File: src/rtl/ahb_mon_pkg.sv
package ahb_mon_pkg;

    localparam int TRANS_W = 2;
    localparam int RESP_W  = 2;
    localparam int STATE_W = 3;

    localparam logic [TRANS_W-1:0] HT_IDLE   = 2'b00;
    localparam logic [TRANS_W-1:0] HT_BUSY   = 2'b01;
    localparam logic [TRANS_W-1:0] HT_NONSEQ = 2'b10;
    localparam logic [TRANS_W-1:0] HT_SEQ    = 2'b11;

    localparam logic [RESP_W-1:0] RSP_OKAY  = 2'b00;
    localparam logic [RESP_W-1:0] RSP_ERROR = 2'b01;

    typedef enum logic [STATE_W-1:0] {
        SP_ORIG     = 3'd0,
        SP_IDLEBUSY = 3'd1,
        SP_XFER     = 3'd2,
        SP_WAIT     = 3'd3,
        SP_ERRRSP   = 3'd4,
        SP_FAULT    = 3'd5
    } spec_state_e;

    // What the response seen in the current cycle means for the pending data phase
    typedef enum logic [2:0] {
        JV_NONE,      // no data phase pending
        JV_DONE,      // data phase finished legally
        JV_STRETCH,   // legal wait cycle
        JV_ERR_FIRST, // legal first cycle of an ERROR response
        JV_VIOL       // illegal response
    } verdict_e;

    typedef struct packed {
        spec_state_e st;
        logic        sticky;
        logic        pulse;
    } mon_regs_t;

endpackage

File: src/rtl/ahb_mon_phase_judge.sv
module ahb_mon_phase_judge
    import ahb_mon_pkg::*;
(
    input  spec_state_e             st_i,
    input  logic                    ready_i,
    input  logic [RESP_W-1:0]       resp_i,
    output verdict_e                verdict_o
);

    logic is_okay;
    logic is_error;

    assign is_okay  = (resp_i == RSP_OKAY);
    assign is_error = (resp_i == RSP_ERROR);

    always_comb begin
        verdict_o = JV_VIOL;
        unique case (st_i)
            SP_ORIG: begin
                verdict_o = JV_NONE;
            end
            SP_IDLEBUSY: begin
                // zero-wait OKAY is the only legal answer
                verdict_o = (ready_i && is_okay) ? JV_DONE : JV_VIOL;
            end
            SP_XFER, SP_WAIT: begin
                if (is_okay) begin
                    verdict_o = ready_i ? JV_DONE : JV_STRETCH;
                end else if (is_error && !ready_i) begin
                    verdict_o = JV_ERR_FIRST;
                end else begin
                    verdict_o = JV_VIOL;
                end
            end
            SP_ERRRSP: begin
                verdict_o = (ready_i && is_error) ? JV_DONE : JV_VIOL;
            end
            default: begin
                verdict_o = JV_VIOL;
            end
        endcase
    end

endmodule

File: src/rtl/ahb_mon_addr_class.sv
module ahb_mon_addr_class
    import ahb_mon_pkg::*;
(
    input  logic                    sel_i,
    input  logic [TRANS_W-1:0]      trans_i,
    output spec_state_e             next_o
);

    always_comb begin
        if (!sel_i) begin
            next_o = SP_ORIG;
        end else begin
            unique case (trans_i)
                HT_IDLE, HT_BUSY:  next_o = SP_IDLEBUSY;
                HT_NONSEQ, HT_SEQ: next_o = SP_XFER;
                default:           next_o = SP_IDLEBUSY;
            endcase
        end
    end

endmodule

File: src/rtl/ahb_resp_monitor.sv
module ahb_resp_monitor
    import ahb_mon_pkg::*;
(
    input  logic                    clk,
    input  logic                    rst_n,
    input  logic                    sel_i,
    input  logic [1:0]              trans_i,
    input  logic                    ready_i,
    input  logic [1:0]              resp_i,
    output logic [2:0]              state_o,
    output logic                    fault_sticky_o,
    output logic                    fault_pulse_o
);

    mon_regs_t   r_d;
    mon_regs_t   r_q;
    verdict_e    verdict;
    spec_state_e addr_next;

    ahb_mon_phase_judge u_judge (
        .st_i      (r_q.st),
        .ready_i   (ready_i),
        .resp_i    (resp_i),
        .verdict_o (verdict)
    );

    ahb_mon_addr_class u_addr (
        .sel_i   (sel_i),
        .trans_i (trans_i),
        .next_o  (addr_next)
    );

    always_comb begin
        r_d       = r_q;
        r_d.pulse = 1'b0;
        if (r_q.st != SP_FAULT) begin
            unique case (verdict)
                JV_NONE, JV_DONE: r_d.st = addr_next;
                JV_STRETCH:       r_d.st = SP_WAIT;
                JV_ERR_FIRST:     r_d.st = SP_ERRRSP;
                default:          r_d.st = SP_FAULT;
            endcase
            if (r_d.st == SP_FAULT) begin
                r_d.sticky = 1'b1;
                r_d.pulse  = 1'b1;
            end
        end
    end

    always_ff @(posedge clk) begin
        if (!rst_n) begin
            r_q.st     <= SP_ORIG;
            r_q.sticky <= 1'b0;
            r_q.pulse  <= 1'b0;
        end else begin
            r_q <= r_d;
        end
    end

    assign state_o        = r_q.st;
    assign fault_sticky_o = r_q.sticky;
    assign fault_pulse_o  = r_q.pulse;

    assert_idlebusy_zero_wait_R3: assert property (@(posedge clk) disable iff (!rst_n)
        (r_q.st == SP_IDLEBUSY && !ready_i) |=> (r_q.st == SP_FAULT));

    assert_wait_exit_okay_R5: assert property (@(posedge clk) disable iff (!rst_n)
        ((r_q.st == SP_WAIT) && ready_i && (resp_i == RSP_ERROR)) |=> (r_q.st == SP_FAULT));

    assert_err_second_cycle_R7: assert property (@(posedge clk) disable iff (!rst_n)
        ((r_q.st == SP_ERRRSP) && !ready_i) |=> (r_q.st == SP_FAULT));

    assert_fault_absorbs_R8: assert property (@(posedge clk) disable iff (!rst_n)
        (r_q.st == SP_FAULT) |=> (r_q.st == SP_FAULT));

    assert_sticky_tracks_fault_R8: assert property (@(posedge clk) disable iff (!rst_n)
        fault_sticky_o == (state_o == 3'd5));

    assert_pulse_single_R9: assert property (@(posedge clk) disable iff (!rst_n)
        fault_pulse_o |=> !fault_pulse_o);

    assert_pulse_on_entry_R9: assert property (@(posedge clk) disable iff (!rst_n)
        $rose(fault_sticky_o) |-> fault_pulse_o);

    assert_orig_ignores_resp_R11: assert property (@(posedge clk) disable iff (!rst_n)
        (r_q.st == SP_ORIG) |=> (r_q.st != SP_FAULT));

endmodule

File: config.mk
export PLATFORM = sky130hd
export DESIGN_NAME = ahb_resp_monitor
export DESIGN_NICKNAME = d
export VERILOG_FILES = /design/src/rtl/ahb_mon_pkg.sv /design/src/rtl/ahb_mon_phase_judge.sv /design/src/rtl/ahb_mon_addr_class.sv /design/src/rtl/ahb_resp_monitor.sv
export SDC_FILE = /design/constraint.sdc
export NUM_CORES = 1
export LEC_CHECK = 0
export BUFFER_PORTS_ARGS = -buffer_cell sky130_fd_sc_hd__buf_2
export CELL_PAD_IN_SITES_DETAIL_PLACEMENT = 0
export CELL_PAD_IN_SITES_GLOBAL_PLACEMENT = 1
export CORE_AREA = 2 2 39 41
export CTS_BUF_LIST = sky130_fd_sc_hd__clkbuf_16
export CTS_CLUSTER_DIAMETER = 60
export DETAILED_ROUTE_END_ITERATION = 8
export DIE_AREA = 0 0 41 43
export HOLD_SLACK_MARGIN = 0.06
export PLACE_DENSITY_LB_ADDON = 0.1
export SLEW_MARGIN = 40
export SYNTH_ARGS = -nofsm -noshare
export SYNTH_HDL_FRONTEND = slang
export SYNTH_SLANG_ARGS = --single-unit
File: constraint.sdc
create_clock -name clk -period 1.57 [get_ports clk]
set_input_delay 0.471 -clock clk [delete_from_list [all_inputs] [get_ports clk]]
set_output_delay 0.471 -clock clk [all_outputs]
set_load 0.005 [all_outputs]
After elaboration in Yosys (flattened, before gate mapping) --
Index checks and enable logic that the tools add are counted.
Storage, ports and cells: memories kept 0, bits in writable memories 0, logic and storage cells 41, memory bits (read-only) 0, bits in latches 0, output and inout port bits 5, bits of input ports 8, register bits 5
Cells by class: divide/modulo/power cells 0, multiplexer cells 11, add/sub/neg operators 0, eq/ne operators 13, reductions and logical operators 14, bitwise gates (word level) 0, multipliers 0, magnitude comparators 0, shift-type cells 0
Operators with widths (count):
- $mux W3 | 6
- $eq A3 B2 Y1 const B | 4
- $pmux W3 S4 | 1
- $pmux W3 S3 | 1
- $reduce_or A2 Y1 | 4
- $eq A3 B1 Y1 const B | 2
- $eq A3 B3 Y1 const B | 2
- $logic_not A3 Y1 | 2
- $pmux W3 S2 | 1
- $eq A2 B1 Y1 const B | 2
- $eq A2 B2 Y1 const B | 2
- $logic_not A2 Y1 | 2
- $reduce_and A2 Y1 | 2
- $logic_and A1 B1 Y1 | 3
- $ne A3 B3 Y1 const B | 1
- $mux W2 | 1
- $logic_not A1 Y1 | 1
- $mux W1 | 1

Depth between registers and ports, before layout --
Gate-level depths: netlist of the first run.
word-level depth 11, depth in mapped cells 3

Cells and area by module --
From an unflattened synthesis of the first run, not the netlist that was laid out.
Unflattened totals: cell total of the unflattened synthesis 39, area total of the unflattened synthesis 332.8 µm²
Modules (own cells, without submodules):
- ahb_resp_monitor | area each 222.7 µm², times used 1, sequential area each 100.1 µm², cells each 21
- ahb_mon_phase_judge | area each 82.6 µm², times used 1, sequential area each 0.0 µm², cells each 14
- ahb_mon_addr_class | area each 27.5 µm², times used 1, sequential area each 0.0 µm², cells each 4

Least setup slack after synthesis of the first run --
No wires, ideal clock.
path kind in2reg, start point input resp_i[1], end point register r_q, in the netlist state_o[0], stages on the path 3, arrival time 1.144 ns, required time 1.454 ns, setup time 0.116 ns, setup slack 0.310 ns, path buffers 0, cells stage by stage nand3b_1 -> a211o_1 -> o211a_1
On the way: word-level cells in the longest chain between the ends 9
Ends and longest elaborated chain:
- start: declaration | RTL line ahb_resp_monitor.sv:9 | input logic [1:0] resp_i,
- $eq A2 B1 Y1 | RTL line ahb_mon_phase_judge.sv:14 | assign is_error = (resp_i == RSP_ERROR);
- $logic_and A1 B1 Y1 | RTL line ahb_mon_phase_judge.sv:29 | end else if (is_error && !ready_i) begin
- $mux W3 | RTL line ahb_mon_phase_judge.sv:29
- $mux W3 | RTL line ahb_mon_phase_judge.sv:27 | if (is_okay) begin
- $pmux W3 S4 * | RTL line ahb_mon_phase_judge.sv:18 | unique case (st_i)
- $eq A3 B1 Y1 / $logic_not A3 Y1 (equally long branches) | RTL line ahb_resp_monitor.sv:37 | unique case (verdict)
- $reduce_or A2 Y1 | RTL line ahb_resp_monitor.sv:37
- $pmux W3 S3 * | RTL line ahb_resp_monitor.sv:37
- $mux W3 * | RTL line ahb_resp_monitor.sv:36 | if (r_q.st != SP_FAULT) begin
- end signal: assignment | RTL line ahb_resp_monitor.sv:56 | r_q <= r_d;
- end: declaration | RTL line ahb_resp_monitor.sv:16 | mon_regs_t r_q;
Mark *: on every way between the ends. The rest lies on a longest branch, timed or not. The select of a mux whose other input is x is not followed. A chain may end at the register's enable or synchronous reset.

Final worst setup path of the first run --
start point register r_q, in the netlist state_o[1], end point output state_o[1]
RTL lines:
- end: declaration | RTL line ahb_resp_monitor.sv:10 | output logic [2:0] state_o,
No word-level cell between the ends.

==> results.py, run 1 <==
metrics = {
    "synthesis": {
        "syn_inst": 27,
        "synthDistinctLibCells": 18,
        "netlist_area_um2": 258,
        "syn-num-nets": 35,
        "yosysWarnings": 0,
        "ys_seq_area_share_pct": 38.8,
        "avgSynthCellArea_um2": 9.55,
        "ys_ff_latch": 5,
    },
    "pwr": {
        "power_density_mw_per_mm2": 1550,
        "irDropWorstVdd_mv": 0.901,
        "p_leak_nw": 0.198,
    },
    "finish": {
        "utilization_pct": 29.7,
        "num_antenna_cells": 0,
        "fin_nets": 51,
        "final_cell_mix": "11 x buf_2, 5 x dfxtp_1, 3 x nand3b_1, 3 x clkbuf_16",
        "final_common_cell": "buf_2",
        "drive_gt1_share_pct": 35.7,
        "area_growth_pct": 59.7,
        "fillers": 153,
    },
    "setup_path": {
        "worst-path-buf-inv": 1,
        "path_max_fanout": 8,
        "path_class": "register to primary output",
        "crit_path_end_kind": "primary output",
        "worstPathCellList": "buf_2",
        "critPathTopFamily": "flip-flops",
        "rr_endpoint": "state_o[0]$_SDFFE_PN0P_",
        "cp-start-kind": "register",
        "r2r_slack_ns": 0.41,
        "cp.required_ns": 1.10,
        "critPathSlowestCell": "dfxtp_1",
        "arrival_ns": 0.83,
        "slowest_delay_ns": 0.44,
        "r2r_cells": 3,
        "crit-reg2reg-launch": "state_o[1]$_SDFFE_PN0P_",
    },
    "clock_network": {
        "clock_latency_ns": 0.23,
        "cts_sinks": 5,
        "numCtsBuffers": 3,
        "clockBufferDepth": 2,
        "cts.repair.resized": 0,
        "clkTransAtPathRegs_ns": 0.03,
        "cts_tree": "built",
        "clockRootBuffer": "clkbuf_16",
        "htreeDepth": 1,
        "ctsHoldBuffers": 0,
        "cts_setup_buffers": 0,
    },
    "grt": {
        "gr-usage-all-layers_pct": 9.15,
        "grt_pass1_wl_um": 1000,
        "antenna_found_initial": 0,
        "grt_max_degree": 9,
        "grt-ovfl-total": 0,
        "grt_pass1_vias": 239,
    },
    "placement": {
        "hpwl_um": 470,
        "gp_congestion": 0.680,
        "io_buffer_count": 11,
    },
    "floorplanning": {
        "start_util_pct": 18.6,
        "die_w_um": 41,
        "core-area_mm2": 0.00138,
        "row_count": 14,
        "io_pins": 13,
        "dieArea_mm2": 0.00176,
        "die_h_um": 43,
    },
    "worst_hold_path": {
        "hold_path_end": "fault_sticky_o$_SDFFE_PN0P_",
        "hold_start": "fault_sticky_o$_SDFFE_PN0P_",
        "hold_depth": 1,
        "min_path_type": "register to register",
    },
    "drt": {
        "drt-initial-drc-count": 3,
        "vias_per_cell": 4.50,
        "vias": 261,
        "drc_errors": 0,
        "post_drt_wl_per_cell_um": 10.4,
        "ant_nets": 0,
        "first_pass_iters": 3,
        "wl_um": 603,
    },
    "flow_run": {
        "cap_violations": 0,
    },
    "sta": {
        "worst_slew_pin_slew_ns": 0.344,
        "setup_tns_ns": 0,
        "slew_headroom_pct": 76.7,
        "fin_crit_ns": 1.30,
        "hold_viol": 0,
        "setup_violations": 0,
        "skew_ns": 0.00227,
        "timing.fmax_ghz": 0.769,
        "drv_slew": 0,
        "rsz0062_at_grt": "no",
        "post-route-period-util_pct": 82.8,
    },
    "run_status": {
        "outcome": "finished, final reports clean",
    },
}
-- logic make-up after synthesis --
logic type / Yosys count / synth area share (%)
simple gates: 12 / 31.1
compound gates: 10 / 30.1
flops: 5 / 38.8
-- power breakdown --
| group | internal (mW) | switching [mW] | total [mW] | leakage (nW) |
|---|---|---|---|---|
| logic | 0.0422 | 0.0311 | 0.0733 | 0.114 |
| clock network | 0.329 | 0.0779 | 0.407 | 0.0423 |
| registers | 0.144 | 0.0143 | 0.158 | 0.0414 |
| total | 0.515 | 0.123 | 0.639 | 0.198 |
-- worst max-delay path by stage --
stage | from | to | cells past startpoint
finish | state_o[1]$_SDFFE_PN0P_ | state_o[1] | 1
floorplan | resp_i[1] | state_o[0]$_SDFFE_PN0P_ | 3
detailed placement | resp_i[1] | state_o[0]$_SDFFE_PN0P_ | 4
CTS | state_o[1]$_SDFFE_PN0P_ | state_o[1] | 1
global route | state_o[1]$_SDFFE_PN0P_ | state_o[1] | 1
global placement | resp_i[1] | state_o[0]$_SDFFE_PN0P_ | 4
-- sequential cells by signal (all words and copies together), names as in the netlist --
| name | flops |
|---|---|
| state_o | 3 |
| fault_pulse_o | 1 |
| fault_sticky_o | 1 |
-- cell usage after synthesis (all sizes together) --
cell type / number / area (um^2)
nor2b: 2 / 12.5
nor3: 1 / 5.00
a21boi: 1 / 7.51
a21oi: 1 / 5.00
nor3b: 1 / 7.51
nor4b: 1 / 8.76
nand2: 1 / 3.75
o2bb2ai: 1 / 8.76
and3: 1 / 7.51
a211oi: 1 / 7.51
o311a: 1 / 10.0
o21ai: 2 / 10.0
a211o: 1 / 8.76
and2: 1 / 6.26
o211a: 2 / 20.0
nand2b: 1 / 6.26
dfxtp: 5 / 100
nand3b: 3 / 22.5
-- metal layers --
layer	vias to the layer above	global-route usage [%]	routed length, um
met5	-	0	0
met4	0	6.00	0
met3	0	6.28	43
met2	8	12.2	306
met1	118	10.0	253
li1	135	-	-
-- layout make-up --
| type | instances | area, um^2 | area share [%] |
|---|---|---|---|
| multi-input cells | 22 | 158 | 38.3 |
| flip-flops and latches | 5 | 100 | 24.3 |
| clock buffers | 3 | 75.1 | 18.2 |
| repair buffers | 11 | 55.1 | 13.4 |
| well taps | 16 | 20.0 | 4.86 |
| clock inverters | 1 | 3.75 | 0.912 |
-- stage by stage --
stage          cells  hold WS [ns]  cell area [um^2]  power (mW)  worst slack (ns)
6_report          58         0.522               412       0.639             0.269
5_1_grt           58         0.538               412       0.670             0.247
4_1_cts           58         0.519               412       0.650             0.265
3_5_place_dp      54         0.510               333       0.235             0.108
3_3_place_gp      54         0.504               333       0.234             0.120
2_1_floorplan     27         0.515               258       0.199             0.310
(Power assumes the default switching activity.)
==> run 2, diff against run 1 <==
==> constraint.sdc (replaced) <==
create_clock -name clk -period 1.15 [get_ports clk]
set_input_delay 0.345 -clock clk [delete_from_list [all_inputs] [get_ports clk]]
set_output_delay 0.345 -clock clk [all_outputs]
set_load 0.005 [all_outputs]
==> results.py, run 2 (synthesized netlist as in run 1, its figures left out) <==
metrics = {
    "pwr": {
        "irDropWorstVdd_mv": 1.04,
        "p_leak_nw": 0.233,
        "power_density_mw_per_mm2": 1860,
    },
    "clock_network": {
        "clkTransAtPathRegs_ns": 0.03,
        "numCtsBuffers": 3,
        "clockBufferDepth": 2,
        "clockRootBuffer": "clkbuf_16",
        "htreeDepth": 1,
        "cts_tree": "built",
        "cts_sinks": 5,
        "ctsHoldBuffers": 0,
        "clock_latency_ns": 0.23,
    },
    "floorplanning": {
        "die_h_um": 43,
        "start_util_pct": 18.6,
        "io_pins": 13,
        "row_count": 14,
        "die_w_um": 41,
        "core-area_mm2": 0.00138,
        "dieArea_mm2": 0.00176,
    },
    "setup_path": {
        "crit-reg2reg-launch": "state_o[1]$_SDFFE_PN0P_",
        "arrival_ns": 0.78,
        "path_max_fanout": 5,
        "cp-start-kind": "register",
        "r2r_slack_ns": 0.10,
        "r2r_cells": 3,
        "cp-endpoint": "state_o[1]",
        "path_class": "register to primary output",
        "crit_path_end_kind": "primary output",
        "cp-startpoint": "state_o[1]$_SDFFE_PN0P_",
        "rr_endpoint": "state_o[0]$_SDFFE_PN0P_",
        "cp.required_ns": 0.81,
    },
    "drt": {
        "vias_per_cell": 4.58,
        "post_drt_wl_per_cell_um": 10.6,
        "ant_nets": 0,
        "drc_errors": 0,
        "vias": 293,
        "drt-initial-drc-count": 5,
        "wl_um": 681,
        "first_pass_iters": 4,
    },
    "finish": {
        "final_cell_mix": "10 x buf_2, 5 x buf_4, 3 x nand3b_1, 3 x clkbuf_16, 3 x dfxtp_1",
        "largest_register_ffs": 3,
        "fin_area_um2": 483,
        "final_common_cell": "buf_2",
        "num_antenna_cells": 0,
        "fin_nets": 57,
        "area_growth_pct": 87.4,
        "drive_gt1_share_pct": 52.1,
    },
    "placement": {
        "place_ws_ns": -0.174,
        "hpwl_um": 535,
        "io_buffer_count": 11,
        "gp_congestion": 0.719,
        "post_dp_cell_area_um2": 370,
    },
    "sta": {
        "slew_headroom_pct": 81.5,
        "hold_viol": 0,
        "fin_crit_ns": 1.12,
        "setup_violations": 0,
        "worst_slew_pin_slew_ns": 0.276,
        "rsz0062_at_grt": "no",
        "setup_ws_ns": 0.0286,
        "post-route-period-util_pct": 97.5,
        "timing.fmax_ghz": 0.892,
        "drv_slew": 0,
        "skew_ns": 0.00232,
    },
    "grt": {
        "gr-usage-all-layers_pct": 9.95,
        "grt-ovfl-total": 0,
        "antenna_found_initial": 0,
        "grt_pass1_wl_um": 1120,
        "grt_max_degree": 8,
        "grt_pass1_vias": 280,
    },
    "worst_hold_path": {
        "min_path_type": "input port to register",
    },
    "flow_run": {
        "cap_violations": 0,
    },
    "run_status": {
        "outcome": "finished, final reports clean",
    },
}
==> run 2: metal layers <==
layer | track usage, % | share of wire (%) | vias to the layer above | routed length, um
met3 | 7.85 | 7.5 | 0 | 51
met5 | 0 | 0 | - | 0
li1 | - | - | 151 | -
met1 | 11.0 | 42 | 132 | 286
met2 | 14.7 | 50 | 10 | 343
met4 | 2.00 | 0 | 0 | 0
==> run 2: per-stage QoR <==
| stage | hold WS (ns) | power, mW | std cells | TNS, ns | utilization (%) |
|---|---|---|---|---|---|
| after global routing | 0.409 | 0.942 | 64 | 0 | 34.9 |
| after CTS | 0.400 | 0.896 | 63 | 0 | 32.9 |
| after floorplan | 0.476 | 0.271 | 27 | 0 | - |
| final | 0.396 | 0.896 | 64 | 0 | 34.9 |
| after global placement | 0.503 | 0.334 | 59 | -0.561 | 26.8 |
| after detailed placement | 0.532 | 0.336 | 59 | -0.512 | 26.8 |
==> run 2: worst min-delay path by stage <==
stage | cells past startpoint | slack [ns] | from | endpoint
6_report | 2 | 0.40 | rst_n | fault_sticky_o$_SDFFE_PN0P_
5_1_grt | 2 | 0.41 | rst_n | fault_sticky_o$_SDFFE_PN0P_
4_1_cts | 2 | 0.40 | rst_n | fault_sticky_o$_SDFFE_PN0P_
3_5_place_dp | 1 | 0.53 | fault_sticky_o$_SDFFE_PN0P_ | fault_sticky_o$_SDFFE_PN0P_
3_3_place_gp | 1 | 0.50 | fault_sticky_o$_SDFFE_PN0P_ | fault_sticky_o$_SDFFE_PN0P_
2_1_floorplan | 1 | 0.48 | rst_n | fault_sticky_o$_SDFFE_PN0P_
==> run 2: power by group <==
part	switching, mW	internal [mW]	leakage [nW]
combinational	0.0509	0.0759	0.148
sequential	0.0197	0.196	0.0425
clock	0.104	0.449	0.0423
==> run 2: worst max-delay path: stages (launching register included) <==
cell and delay (ns):
dfxtp_4 0.33, buf_6 0.12, buf_6 0.10
==> run 2: repair_timing <==
action                     CTS  global route
gates resized for setup      3             5
buffers inserted             0             1
setup endpoints to repair    2             4
==> run 2: area by class of cell <==
| type | instances | area [um^2] |
|---|---|---|
| Fill cell | 147 | 901 |
| Multi-Input combinational cell | 22 | 169 |
| Timing Repair Buffer | 17 | 110 |
| Sequential cell | 5 | 105 |
| Clock buffer | 3 | 75.1 |
| Tap cell | 16 | 20.0 |
| Clock inverter | 1 | 3.75 |
